File: src/rtl/syncgen_pkg.sv
package syncgen_pkg;

  // Default divider exponent: output period is 2**DIV_LOG2 system clocks.
  localparam int unsigned DIV_LOG2_DEF = 4;

  // Default width of the half-period delay word.
  localparam int unsigned DLY_W_DEF = 5;

  // Output launch edge selected by the edge-select input.
  typedef enum logic {
    LAUNCH_RISE = 1'b0,
    LAUNCH_FALL = 1'b1
  } launch_edge_e;

endpackage

File: src/rtl/syncgen_rst_sync.sv
module syncgen_rst_sync #(
  parameter int unsigned STAGES = 2
) (
  input  logic clk,
  input  logic rst_n,
  output logic rst_sync_n
);

  logic [STAGES-1:0] chain_q;
  logic [STAGES-1:0] chain_d;

  always_comb begin
    chain_d = {chain_q[STAGES-2:0], 1'b1};
  end

  always_ff @(posedge clk or negedge rst_n) begin
    if (!rst_n) begin
      chain_q <= '0;
    end else begin
      chain_q <= chain_d;
    end
  end

  assign rst_sync_n = chain_q[STAGES-1];

endmodule

File: src/rtl/syncgen_phase_core.sv
module syncgen_phase_core #(
  parameter int unsigned DIV_LOG2 = syncgen_pkg::DIV_LOG2_DEF,
  parameter int unsigned DLY_W    = syncgen_pkg::DLY_W_DEF
) (
  input  logic             clk,
  input  logic             rst_n,
  input  logic             gen_en,
  input  logic             edge_sel,
  input  logic [DLY_W-1:0] dly_word,
  output logic             even_val,
  output logic             odd_val
);

  // Half-period index width and derived pulse constants.
  localparam int unsigned HS_W       = DIV_LOG2 + 1;
  localparam int unsigned HALF_STEPS = 1 << HS_W;
  localparam int unsigned PULSE_HS   = HALF_STEPS / 2;
  localparam logic [HS_W-1:0] LO_MIN  = HS_W'(PULSE_HS);
  localparam logic [HS_W-1:0] HI_LOAD = HS_W'(PULSE_HS - 1);
  localparam logic [HS_W-1:0] ONE_HS  = HS_W'(1);

  typedef struct packed {
    logic            lvl;
    logic [HS_W-1:0] hi;
    logic [HS_W-1:0] lo;
  } step_t;

  // One half-period of the pulse engine: continue a high phase, start one
  // at the launch index after a full-length low phase, or stay low.
  function automatic step_t half_step(step_t s, logic [HS_W-1:0] idx,
                                      logic [HS_W-1:0] off);
    step_t r;
    r = s;
    if (s.hi != '0) begin
      r.lvl = 1'b1;
      r.hi  = s.hi - ONE_HS;
    end else if ((idx == off) && (s.lo >= LO_MIN)) begin
      r.lvl = 1'b1;
      r.hi  = HI_LOAD;
      r.lo  = '0;
    end else begin
      r.lvl = 1'b0;
      if (s.lo < LO_MIN) begin
        r.lo = s.lo + ONE_HS;
      end
    end
    return r;
  endfunction

  syncgen_pkg::launch_edge_e launch_edge;

  logic [DIV_LOG2-1:0] ph_q, ph_d;
  logic [HS_W-1:0]     hi_q, hi_d;
  logic [HS_W-1:0]     lo_q, lo_d;
  logic [HS_W-1:0]     off_q, off_d;
  logic                odd_q, odd_d;
  logic                off_ce;

  logic [HS_W-1:0] off_now;
  logic [HS_W-1:0] off_use;
  logic [HS_W-1:0] idx_even;
  logic [HS_W-1:0] idx_odd;
  step_t           s0, s1, s2;

  always_comb begin
    launch_edge = syncgen_pkg::launch_edge_e'(edge_sel);
    off_now  = HS_W'(dly_word) +
               ((launch_edge == syncgen_pkg::LAUNCH_FALL) ? ONE_HS : '0);
    // Settings are taken only on the first cycle of a divider period.
    off_use  = (ph_q == '0) ? off_now : off_q;
    idx_even = {ph_q, 1'b0};
    idx_odd  = {ph_q, 1'b1};
    s0       = '{lvl: 1'b0, hi: hi_q, lo: lo_q};
    s1       = half_step(s0, idx_even, off_use);
    s2       = half_step(s1, idx_odd, off_use);
  end

  always_comb begin
    off_ce = gen_en;
    off_d  = off_use;
    if (gen_en) begin
      ph_d     = ph_q + 1'b1;
      hi_d     = s2.hi;
      lo_d     = s2.lo;
      odd_d    = s2.lvl;
      even_val = s1.lvl;
    end else begin
      ph_d     = '0;
      hi_d     = '0;
      lo_d     = LO_MIN;
      odd_d    = 1'b0;
      even_val = 1'b0;
    end
  end

  always_ff @(posedge clk or negedge rst_n) begin
    if (!rst_n) begin
      ph_q  <= '0;
      hi_q  <= '0;
      lo_q  <= LO_MIN;
      odd_q <= 1'b0;
    end else begin
      ph_q  <= ph_d;
      hi_q  <= hi_d;
      lo_q  <= lo_d;
      odd_q <= odd_d;
    end
  end

  always_ff @(posedge clk or negedge rst_n) begin
    if (!rst_n) begin
      off_q <= '0;
    end else if (off_ce) begin
      off_q <= off_d;
    end
  end

  assign odd_val = odd_q;

endmodule

File: src/rtl/syncgen_dual_edge_out.sv
module syncgen_dual_edge_out (
  input  logic clk,
  input  logic rst_n,
  input  logic even_val,
  input  logic odd_val,
  output logic sync_clk
);

  // Two toggle flops, one per clock edge; their XOR is the output, so the
  // output path never passes through a mux on the clock itself.
  logic rise_t_q, rise_t_d;
  logic fall_t_q, fall_t_d;

  always_comb begin
    rise_t_d = even_val ^ fall_t_q;
    fall_t_d = odd_val ^ rise_t_q;
  end

  always_ff @(posedge clk or negedge rst_n) begin
    if (!rst_n) begin
      rise_t_q <= 1'b0;
    end else begin
      rise_t_q <= rise_t_d;
    end
  end

  always_ff @(negedge clk or negedge rst_n) begin
    if (!rst_n) begin
      fall_t_q <= 1'b0;
    end else begin
      fall_t_q <= fall_t_d;
    end
  end

  assign sync_clk = rise_t_q ^ fall_t_q;

endmodule

File: src/rtl/syncgen_master.sv
module syncgen_master #(
  parameter int unsigned DIV_LOG2 = syncgen_pkg::DIV_LOG2_DEF,
  parameter int unsigned DLY_W    = syncgen_pkg::DLY_W_DEF
) (
  input  logic             clk,
  input  logic             rst_n,
  input  logic             gen_en,
  input  logic             edge_sel,
  input  logic [DLY_W-1:0] dly_word,
  output logic             sync_clk
);

  logic rst_sync_n;
  logic even_val;
  logic odd_val;

  syncgen_rst_sync #(
    .STAGES(2)
  ) u_rst (
    .clk        (clk),
    .rst_n      (rst_n),
    .rst_sync_n (rst_sync_n)
  );

  syncgen_phase_core #(
    .DIV_LOG2 (DIV_LOG2),
    .DLY_W    (DLY_W)
  ) u_core (
    .clk      (clk),
    .rst_n    (rst_sync_n),
    .gen_en   (gen_en),
    .edge_sel (edge_sel),
    .dly_word (dly_word),
    .even_val (even_val),
    .odd_val  (odd_val)
  );

  syncgen_dual_edge_out u_out (
    .clk      (clk),
    .rst_n    (rst_sync_n),
    .even_val (even_val),
    .odd_val  (odd_val),
    .sync_clk (sync_clk)
  );

endmodule

File: config.mk
export PLATFORM = sky130hd
export DESIGN_NAME = syncgen_master
export DESIGN_NICKNAME = d
export VERILOG_FILES = /design/src/rtl/syncgen_pkg.sv /design/src/rtl/syncgen_rst_sync.sv /design/src/rtl/syncgen_phase_core.sv /design/src/rtl/syncgen_dual_edge_out.sv /design/src/rtl/syncgen_master.sv
export SDC_FILE = /design/constraint.sdc
export NUM_CORES = 1
export LEC_CHECK = 0
export ABC_AREA = 1
export BUFFER_PORTS_ARGS = -buffer_cell sky130_fd_sc_hd__buf_2
export CAP_MARGIN = 20
export CORE_MARGIN = 2
export CORE_UTILIZATION = 33
export DETAILED_ROUTE_END_ITERATION = 16
export MAX_ROUTING_LAYER = met4
export PLACE_DENSITY = 0.54
export RECOVER_POWER = 100
export SYNTH_ARGS = -nofsm -noshare
export SYNTH_HDL_FRONTEND = slang
export SYNTH_HIERARCHICAL = 1
export SYNTH_SLANG_ARGS = --single-unit
export TNS_END_PERCENT = 100
File: constraint.sdc
create_clock -name clk -period 1 [get_ports clk]
set_input_delay 0.05 -clock clk [delete_from_list [all_inputs] [get_ports clk]]
set_output_delay 0.05 -clock clk [all_outputs]
set_load 0.05 [all_outputs]
==> impl_metrics.ini, run 1 <==
[global_route]
grt_max_degree = 14
antenna_found_initial = 0
grt_usage_pct = 16.6
grt_pass1_vias = 1501
grt_pass1_wl_mm = 6.98
overflow = 0

[route]
dr.pass1.iters = 4
via_count = 1650
first_iter_violations = 47
final_antenna_net_count = 0
wl_met1_mm = 2.07
wl_met3_um = 85
top_layer = met4
drt-total-wl_mm = 4.28
post_drt_wl_per_cell_um = 11.3
vias_per_cell = 4.37
dr_wl_met2_mm = 2.11
drcViolationCount = 0

[clock_network]
cts.clk_slew.worst_paths_ns = 0.08
cts_buffers = 3
cts_sinks = 24
clkLatencyLatePin_ns = 0.27
clk_path_buf_depth = 2
cts_root_buf = clkbuf_8
cts_tree = done
cts_max_level = 1

[timing]
rsz0062_at_grt = yes
slew_viol_final = 0
finalCritPeriodShare_pct = 217
worstMarginPinSlew_ns = 0.555
min_period_ns = 2.17
hold_violations = 0
finalClockSkew_ns = 0.0119
finalWorstSetupSlack_ns = -1.17
max_slew_margin_pct = 63.0
finalSetupViolCount = 21
fmaxAchievable_ghz = 0.461

[placement]
portBuffers = 9
dpl.cell_count = 357
hpwl_mm = 3.09
gp_congestion = 0.860

[logic_synthesis]
postSynthCellCount = 226
ys_types = 34
syn_nets = 242
ys_warn_count = 6
synth_seq_area_share_pct = 35.4
syn_avg_cell_area_um2 = 7.53
ys_ff_latch = 24
synth_area_um2 = 1700

[final_layout]
finalNonFillerCells = 378
antenna_cells = 0
finalNetCount = 325
final_common_cell = buf_4
final_layout_size_suffix_gt1_share_pct = 51.6
layout_common_cells = 63 x buf_4, 50 x nand2_1, 21 x dfrtp_1
fin_util_pct = 52.3
fillers = 492
syn_to_final_growth_pct = 55.1

[worst_hold_path]
hold_path.class = in2async

[critical_path]
critical_path_class = reg2reg
critPathRequiredTime_ns = 1.16
arrival_ns = 2.32
crit_fanout = 6
critPathLaunchType = flip-flop
worstSetupEndpointType = flip-flop

[floorplanning]
dieArea_um2 = 5750
die_x_um = 75.8
fp-row-count = 26
chipHeight_um = 75.8
core_um2 = 5040
io_pins = 10
initial_core_util_pct = 33.7

[flow_run]
max_cap_viol_count = 0

[power]
ir_drop_mv = 0.952
p_per_area_nw_per_um2 = 2420
p_leak_nw = 1.34

[outcome]
failed_checks = negative setup slack
run_status = finished with violations
routing by layer:
| layer | track usage (%) | up-vias |
|---|---|---|
| met3 | 3.17 | 5 |
| met4 | 2.34 | 0 |
| met5 | - | - |
| met1 | 22.1 | 757 |
| met2 | 27.0 | 12 |
| li1 | - | 876 |
flip-flops by register name (all words and copies together) (netlist names):
name	cells
u_core/ph_q	4
u_core/hi_q	5
u_core/odd_val	1
u_out/fall_t_q	1
u_out/rise_t_q	1
u_rst/chain_q	2
u_core/lo_q	5
u_core/off_q	5
cells in the mapped netlist:
master    instances  area share, %
clkinv_1          1           0.22
nor3_4            1           0.96
xnor2_1           2            1.0
conb_1            1           0.22
dfstp_2           1            1.5
a31oi_1           1           0.37
inv_4             1           0.37
nand4_1           5            1.8
inv_2             2           0.44
nor2_2            3            1.1
dfrtp_1          22             32
nand4_4           1            1.2
dfrtn_1           1            1.5
a21oi_1           7            2.1
nor2_1           14            3.1
nand3_1          12            3.5
a21oi_2           1           0.51
nor3_1            2           0.59
nand3_2           4            2.4
o21ai_0          10            2.9
inv_1            30            6.6
nand2_1          63             14
nor3_2            1           0.59
nor2_4            4            2.6
o21ai_2           1           0.51
nand2_4           3            2.0
or2_2             1           0.37
o21ai_1           1           0.29
nand3b_1          2           0.88
xor2_1            5            2.6
nand3_4           1            1.0
clkbuf_1          2           0.44
nand2_2          13            4.8
ha_1              7            5.1
worst max-delay path: stages (launching register included):
cell and delay [ns]:
dfrtp_1 0.39, inv_2 0.09, ha_4 0.17, nand2_8 0.08
buf_4 0.16, nand2_4 0.05, nand3_2 0.09, nand2_4 0.08
nor2_4 0.05, nand2_2 0.06, buf_4 0.14, nand3_2 0.08
nand2_4 0.10, nand4_4 0.17, nor2_4 0.17, buf_4 0.14
nor3_1 0.04
what timing repair did:
item / in CTS / in global routing
pin swaps: 14 / 16
hold buffers: 1 / 0
buffers inserted: 9 / 8
endpoints found under the hold margin: 2 / 0
setup endpoints to repair: 21 / 21
gates resized for setup: 33 / 17
area by class of cell:
type / instances / area, µm² / area share, %
flip-flops and latches: 24 / 603 / 22.9
multi-input cells: 166 / 1170 / 44.2
well taps: 70 / 87.6 / 3.32
repair buffers: 80 / 599 / 22.7
clock buffers: 4 / 45.0 / 1.71
inverters: 34 / 136 / 5.17
per-stage QoR:
stage	TNS [ns]	instance area, µm²	hold WS (ns)	total power [mW]	worst slack (ns)
floorplan	-10.64	1770	-0.246	3.63	-1.10
global placement	-14.33	2310	-0.163	4.94	-1.20
detailed placement	-14.84	2310	-0.162	4.98	-1.22
CTS	-14.38	2530	0.0766	6.15	-1.14
global route	-17.11	2640	0.0864	6.89	-1.29
finish	-14.99	2640	0.0947	6.38	-1.17
where the power goes:
part / internal, mW / leakage (nW) / switching, mW
sequential: 1.20 / 0.303 / 0.138
clock: 0.285 / 0.0228 / 0.303
combinational: 2.17 / 1.02 / 2.29
total: 3.65 / 1.34 / 2.73
final timing paths:
check                                  from          endpoint  slack (ns)  depth (start not counted)
max                          u_core/ph_q[1]    u_core/hi_q[1]       -1.17                         16
min                                   rst_n  u_rst/chain_q[0]        0.09                          2
max reg2reg                  u_core/ph_q[1]    u_core/hi_q[1]       -1.17                         16
min reg2reg                u_rst/chain_q[1]    u_core/ph_q[2]        0.31                          1
max in group asynchronous  u_rst/chain_q[1]    u_core/hi_q[0]        0.25                          1
min in group clk                     gen_en    u_core/lo_q[4]        0.14                          3
logic make-up after synthesis:
kind of cell | synth area share (%)
and+or+nand+nor | 40.9
buffers and inverters | 8.09
DFF | 35.4
AOI/OAI and AO/OA | 6.69
xor gates and xnor gates | 3.60
adders and majority gates | 5.15
other | 0.220
Power figures use the tool's default switching activity.
==> run 2, diff against run 1 <==
--- a/constraint.sdc
+++ b/constraint.sdc
@@ -3,2 +3,2 @@
 set_output_delay 0.05 -clock clk [all_outputs]
-set_load 0.05 [all_outputs]
+set_load 0.02 [all_outputs]
==> run 2 against run 1 <==
  * The flow still finishes with violations (negative setup slack)
  * Utilization increased by 0.37 points
  * Flip-flop and latch count unchanged
  * Final area rose by 0.71%
  * Highest routed layer unchanged
==> impl_metrics.ini, run 2 (synthesis results as in run 1) <==
[outcome]
run_status = finished with violations
failed_checks = negative setup slack

[critical_path]
arrival_ns = 2.33
critical_path_class = reg2reg
slowest_delay_ns = 0.40
crit_fanout = 7
critPathRequiredTime_ns = 1.16
crit_cells = 16
startpoint = u_core/ph_q[0]
cp_slowest_cell = dfrtp_1
cp.buffers_inverters = 4
rrSetupSlack_ns = -1.17
reg2regPathDepth = 16
cp_cell_sequence = inv_2, ha_4, nand2_8, buf_4, nand2_2, nand3_2, nand2_4, nor2_4, nand2_2, buf_4, nand3_4, nand2_4, nand4_4, nor2_4, buf_4, nor3_1
critical_path.top_delay_family = simple AND/OR/NAND/NOR gates
timing.rr.start = u_core/ph_q[0]
crit_top_cell = buf_4
critPathLaunchType = flip-flop
critPathCapture = u_core/hi_q[2]
r2r-end = u_core/hi_q[2]
worstSetupEndpointType = flip-flop

[worst_hold_path]
hold_path.class = in2async

[global_route]
grt_usage_pct = 16.7
grt_pass1_vias = 1565
overflow = 0
grt_max_degree = 14
grt_pass1_wl_mm = 6.93
antenna_found_initial = 0

[timing]
finalSetupViolCount = 20
hold_violations = 0
finalClockSkew_ns = 0.00990
slew_viol_final = 0
min_period_ns = 2.17
finalCritPeriodShare_pct = 217
finalWorstSetupSlack_ns = -1.17
rsz0062_at_grt = yes
fmaxAchievable_ghz = 0.461

[route]
first_iter_violations = 35
via_count = 1629
vias_per_cell = 4.32
dr.pass1.iters = 4
post_drt_wl_per_cell_um = 10.9
final_antenna_net_count = 0
drt-total-wl_mm = 4.11
drcViolationCount = 0

[final_layout]
finalNonFillerCells = 377
fillers = 481
final_common_cell = buf_4
antenna_cells = 0
final_layout_size_suffix_gt1_share_pct = 51.5
top_regs = u_core/hi_q x5, u_core/lo_q x5, u_core/off_q x5
fin_util_pct = 52.7
finalNetCount = 324
syn_to_final_growth_pct = 56.2
fin_area_um2 = 2660
layout_common_cells = 62 x buf_4, 50 x nand2_1, 22 x inv_1

[flow_run]
max_cap_viol_count = 0

[placement]
dpl.cell_count = 358
portBuffers = 9
pre_cts_ws_ns = -1.22
hpwl_mm = 3.13
place_area_um2 = 2320
gp_congestion = 0.936

[clock_network]
cts_tree = done
cts_buffers = 3
clkLatencyLatePin_ns = 0.28
cts_max_level = 1
cts_sinks = 24
cts_root_buf = clkbuf_8
cts.clk_slew.worst_paths_ns = 0.09
clk_path_buf_depth = 2

[power]
p_leak_nw = 1.34
p_per_area_nw_per_um2 = 2370
finalPower_mw = 6.31
ir_drop_mv = 0.994

[floorplanning]
dieArea_um2 = 5750
die_x_um = 75.8
core_um2 = 5040
initial_core_util_pct = 33.7
fp-row-count = 26
io_pins = 10
chipHeight_um = 75.8
-- run 2: cell types whose count changed in the layout (fill, tap and decap cells not counted), sizes merged --
cell / before / now
clkbuf: 8 / 7
-- run 2: timing repair --
item | 4_1_cts | 5_1_grt
resized for setup | 19 | 32
hold endpoints to repair | 2 | 0
endpoints found under the setup margin | 21 | 21
setup buffers | 4 | 10
hold buffers | 1 | 0
pin swaps | 6 | 16
-- run 2: worst min path at each step --
stage,startpoint,to,slack (ns),depth (start not counted)
after global placement,rst_n,u_rst/chain_q[0],-0.16,1
after detailed placement,rst_n,u_rst/chain_q[0],-0.16,1
final,rst_n,u_rst/chain_q[0],0.09,2
after CTS,rst_n,u_rst/chain_q[1],0.07,2
after floorplan,rst_n,u_rst/chain_q[0],-0.25,0
after global routing,rst_n,u_rst/chain_q[0],0.08,2
-- run 2: metrics by stage --
stage | hold slack [ns] | setup TNS (ns)
after CTS | 0.0699 | -14.42
after global routing | 0.0795 | -17.17
final | 0.0866 | -14.52
after detailed placement | -0.162 | -14.49
after global placement | -0.163 | -13.94
after floorplan | -0.246 | -10.57
-- run 2: where the power goes --
group | switching [mW] | internal (mW) | leakage, nW
Combinational | 2.18 | 2.12 | 1.01
Clock | 0.327 | 0.352 | 0.0288
Sequential | 0.132 | 1.20 | 0.303
Total | 2.64 | 3.67 | 1.34
-- run 2: cell type report --
type	instances	area, µm²	area share [%]
Sequential cell	24	603	22.7
Timing Repair Buffer	79	608	22.9
Tap cell	70	87.6	3.30
Multi-Input combinational cell	166	1170	43.9
Clock buffer	4	55.1	2.07
Inverter	34	136	5.13
-- run 2: per-layer routing --
| metal | vias up | part of all wire (%) | global-route usage [%] |
|---|---|---|---|
| met3 | 6 | 1.7 | 3.57 |
| met2 | 9 | 51 | 26.7 |
| met1 | 739 | 46 | 21.3 |
| met4 | 0 | 1.3 | 4.68 |
| li1 | 875 | - | - |
| met5 | - | 0 | - |
==> run 3, diff against run 2 <==
Settings changed: ABC_AREA 1 to unset.
==> run 3 against run 2 <==
  * The run still ends with negative setup slack left
  * First-iteration DRC count is 20% higher
  * Global-route usage is 0.078 points lower
  * Clock power hardly changed
  * Area after synthesis up 8.6%
  * Register-to-register slack lost 0.23 ns
  * Hold slack gained 0.0064 ns
  * Final cell count shrank 10%
==> impl_metrics.ini, run 3 <==
[timing]
slew_viol_final = 0
finalCritPeriodShare_pct = 240
finalWorstSetupSlack_ns = -1.40
holdWs_ns = 0.0930
finalClockSkew_ns = 0.0164
fmaxAchievable_ghz = 0.417
min_period_ns = 2.40
hold_violations = 0
finalSetupViolCount = 21
final.setup.tns_ns = -18.03
rsz0062_at_grt = yes

[floorplanning]
dieArea_um2 = 6210
core_um2 = 5470
die_x_um = 78.8
io_pins = 10
fp-row-count = 27
initial_core_util_pct = 33.8
chipHeight_um = 78.8

[critical_path]
crit_top_cell = ha_4
critical_path_class = reg2reg
cp_slowest_cell = dfrtp_1
critPathLaunchType = flip-flop
worstSetupEndpointType = flip-flop
r2r-end = u_core/lo_q[2]
critPathRequiredTime_ns = 1.15
arrival_ns = 2.55
rrSetupSlack_ns = -1.40
cp_cell_sequence = inv_2, ha_4, nor3b_4, mux2i_2, xnor2_2, a41oi_2, nand2b_4, a22o_1, ha_4, o2111a_1, o21ai_1, a211oi_1
timing.rr.start = u_core/ph_q[0]
crit_fanout = 3
reg2regPathDepth = 12
slowest_delay_ns = 0.40

[power]
p_switching_mw = 2.56
internal_power_mw = 3.91
p_sw_share_pct = 39.6
p_per_area_nw_per_um2 = 2450
p_leak_nw = 1.19
p_comb_share_pct = 68.5
clkPwrFrac_pct = 10.5
sequentialPowerShare_pct = 21.1
finalPower_mw = 6.47
ir_drop_mv = 1.49

[logic_synthesis]
postSynthCellCount = 197
ys_warn_count = 6
synthTopCellsByArea = dfrtp_1 30%, ha_1 4.7%, nor2_1 3.5%, xor2_1 3.3%, nand2_1 3.0%
synth-xor-area-share_pct = 7.45
syn_avg_cell_area_um2 = 9.38
synthArstFlopShare_pct = 100
yosys.area_share.simple_pct = 22.0
synth_flop_cell = dfrtp_1
synth_area_um2 = 1850
synth_seq_area_share_pct = 32.6
synth_edf_count = 0
synth.top_cell.area_share_pct = 29.8
ys_types = 69
netlist_top_cells_count = 22 x dfrtp_1, 17 x nor2_1, 15 x nand2_1
ys_ff_latch = 24
yosys.area.top_type = dfrtp_1
synth_top_family_by_area = compound AO/OA/AOI/OAI gates
synth_mux_area_share_pct = 3.59
synth_compound_area_share_pct = 23.8
synthAdderAreaFrac_pct = 4.74
synthMostInstantiatedCell = dfrtp_1
syn_nets = 213

[worst_hold_path]
hold_path.class = in2async

[route]
drcViolationCount = 0
via_count = 1686
vias_per_cell = 4.97
drt-total-wl_mm = 4.64
dr.pass1.iters = 4
final_antenna_net_count = 0
first_iter_violations = 42
post_drt_wl_per_cell_um = 13.7

[clock_network]
cts_root_buf = clkbuf_8
clk_path_buf_depth = 2
cts_tree = done
clkLatencyLatePin_ns = 0.28
cts.clk_slew.worst_paths_ns = 0.09
cts_sinks = 24
cts_max_level = 1
cts_buffers = 3

[flow_run]
max_cap_viol_count = 0

[global_route]
antenna_found_initial = 0
overflow = 0
grt_usage_pct = 16.6
grt_pass1_vias = 1678
grt_max_degree = 15
grt_pass1_wl_mm = 8.12

[placement]
gp_congestion = 0.843
pre_cts_ws_ns = -1.51
place_area_um2 = 2440
hpwl_mm = 3.63
portBuffers = 9

[final_layout]
antenna_cells = 0
syn_to_final_growth_pct = 42.8
final_common_cell = buf_4
final_layout_size_suffix_gt1_share_pct = 46.8
finalNetCount = 284
layout_common_cells = 62 x buf_4, 21 x dfrtp_1, 15 x nand2_1
fin_area_um2 = 2640
top_regs = u_core/hi_q x5, u_core/lo_q x5, u_core/off_q x5

[outcome]
failed_checks = negative setup slack
run_status = finished with violations
## run 3: changes by cell type in the layout (fill, tap and decap cells not counted), moves of 4 or more
cell and change:
inv_2 -6, nor3_1 +4, nor2_4 -6, nand2_2 -20
nand3_2 -5, inv_1 -21, o21a_1 +5, nand2_1 -35
nand2_4 -8, o21ai_1 -5
## run 3: how the worst max path moves through the flow
stage                    from             end  slack [ns]  cells after the start
2_1_floorplan  u_core/ph_q[0]  u_core/lo_q[2]       -1.48                     12
3_3_place_gp   u_core/ph_q[0]  u_core/lo_q[2]       -1.40                     12
3_5_place_dp   u_core/ph_q[1]  u_core/lo_q[2]       -1.51                     12
4_1_cts        u_core/ph_q[0]  u_core/lo_q[2]       -1.43                     12
5_1_grt        u_core/ph_q[1]  u_core/lo_q[2]       -1.59                     12
6_report       u_core/ph_q[0]  u_core/lo_q[2]       -1.40                     12
## run 3: routing by layer
| layer | share of wire (%) | GRT usage [%] | routed length (µm) |
|---|---|---|---|
| met1 | 49 | 22.6 | 2270 |
| met5 | 0 | - | 0 |
| met3 | 2.1 | 1.02 | 98 |
| met4 | 0.73 | 3.10 | 34 |
| met2 | 48 | 27.9 | 2240 |
## run 3: cells by family (layout without fill, tap and decap cells)
logic type                 count (synthesis)  count (layout)
and+or+nand+nor                           71              71
AOI/OAI and AO/OA                         55              55
DFF                                       24              24
buffers and inverters                     19              89
xor gates and xnor gates                  14              14
adders and majority gates                  7               7
muxes                                      6               6
other                                      1               1
## run 3: area by class of cell
type,instances,area [µm²]
tap,72,90.1
sequential,24,603
clock buffer,4,55.1
inverter,7,28.8
fill,551,2830
timing repair buffer,78,573
multi-input combinational,154,1290
## run 3: what timing repair did
| action | 4_1_cts | 5_1_grt |
|---|---|---|
| pin swaps | 8 | 4 |
| hold buffers | 1 | 0 |
| setup endpoints to repair | 20 | 21 |
| gates resized for setup | 20 | 10 |
| setup buffers | 4 | 1 |
| hold endpoints to repair | 2 | 0 |
## run 3: power by group through the flow
stage / combinational (mW) / clock (mW) / sequential, mW
5_1_grt: 4.89 / 0.741 / 1.40
3_5_place_dp: 4.08 / 0 / 1.38
4_1_cts: 4.39 / 0.707 / 1.36
6_report: 4.43 / 0.677 / 1.36
3_3_place_gp: 4.06 / 0 / 1.37
2_1_floorplan: 2.53 / 0 / 1.39
## run 3: metrics by stage
step | std cells | utilization, %
3_5_place_dp | 329 | 44.5
4_1_cts | 338 | 47.4
3_3_place_gp | 329 | 44.5
6_report | 339 | 48.2
5_1_grt | 339 | 48.2
2_1_floorplan | 197 | -
## run 3: worst max-delay path: cells and delay by family (launching register included)
kind                     cells  cell delay (ns)
buffers and inverters        1             0.07
AO/OA/AOI/OAI                5             0.66
AND/OR/NAND/NOR              2             0.41
multiplexers                 1             0.29
XOR/XNOR                     1             0.15
adder cells (fa/ha/maj)      2             0.30
flip-flops                   1             0.40
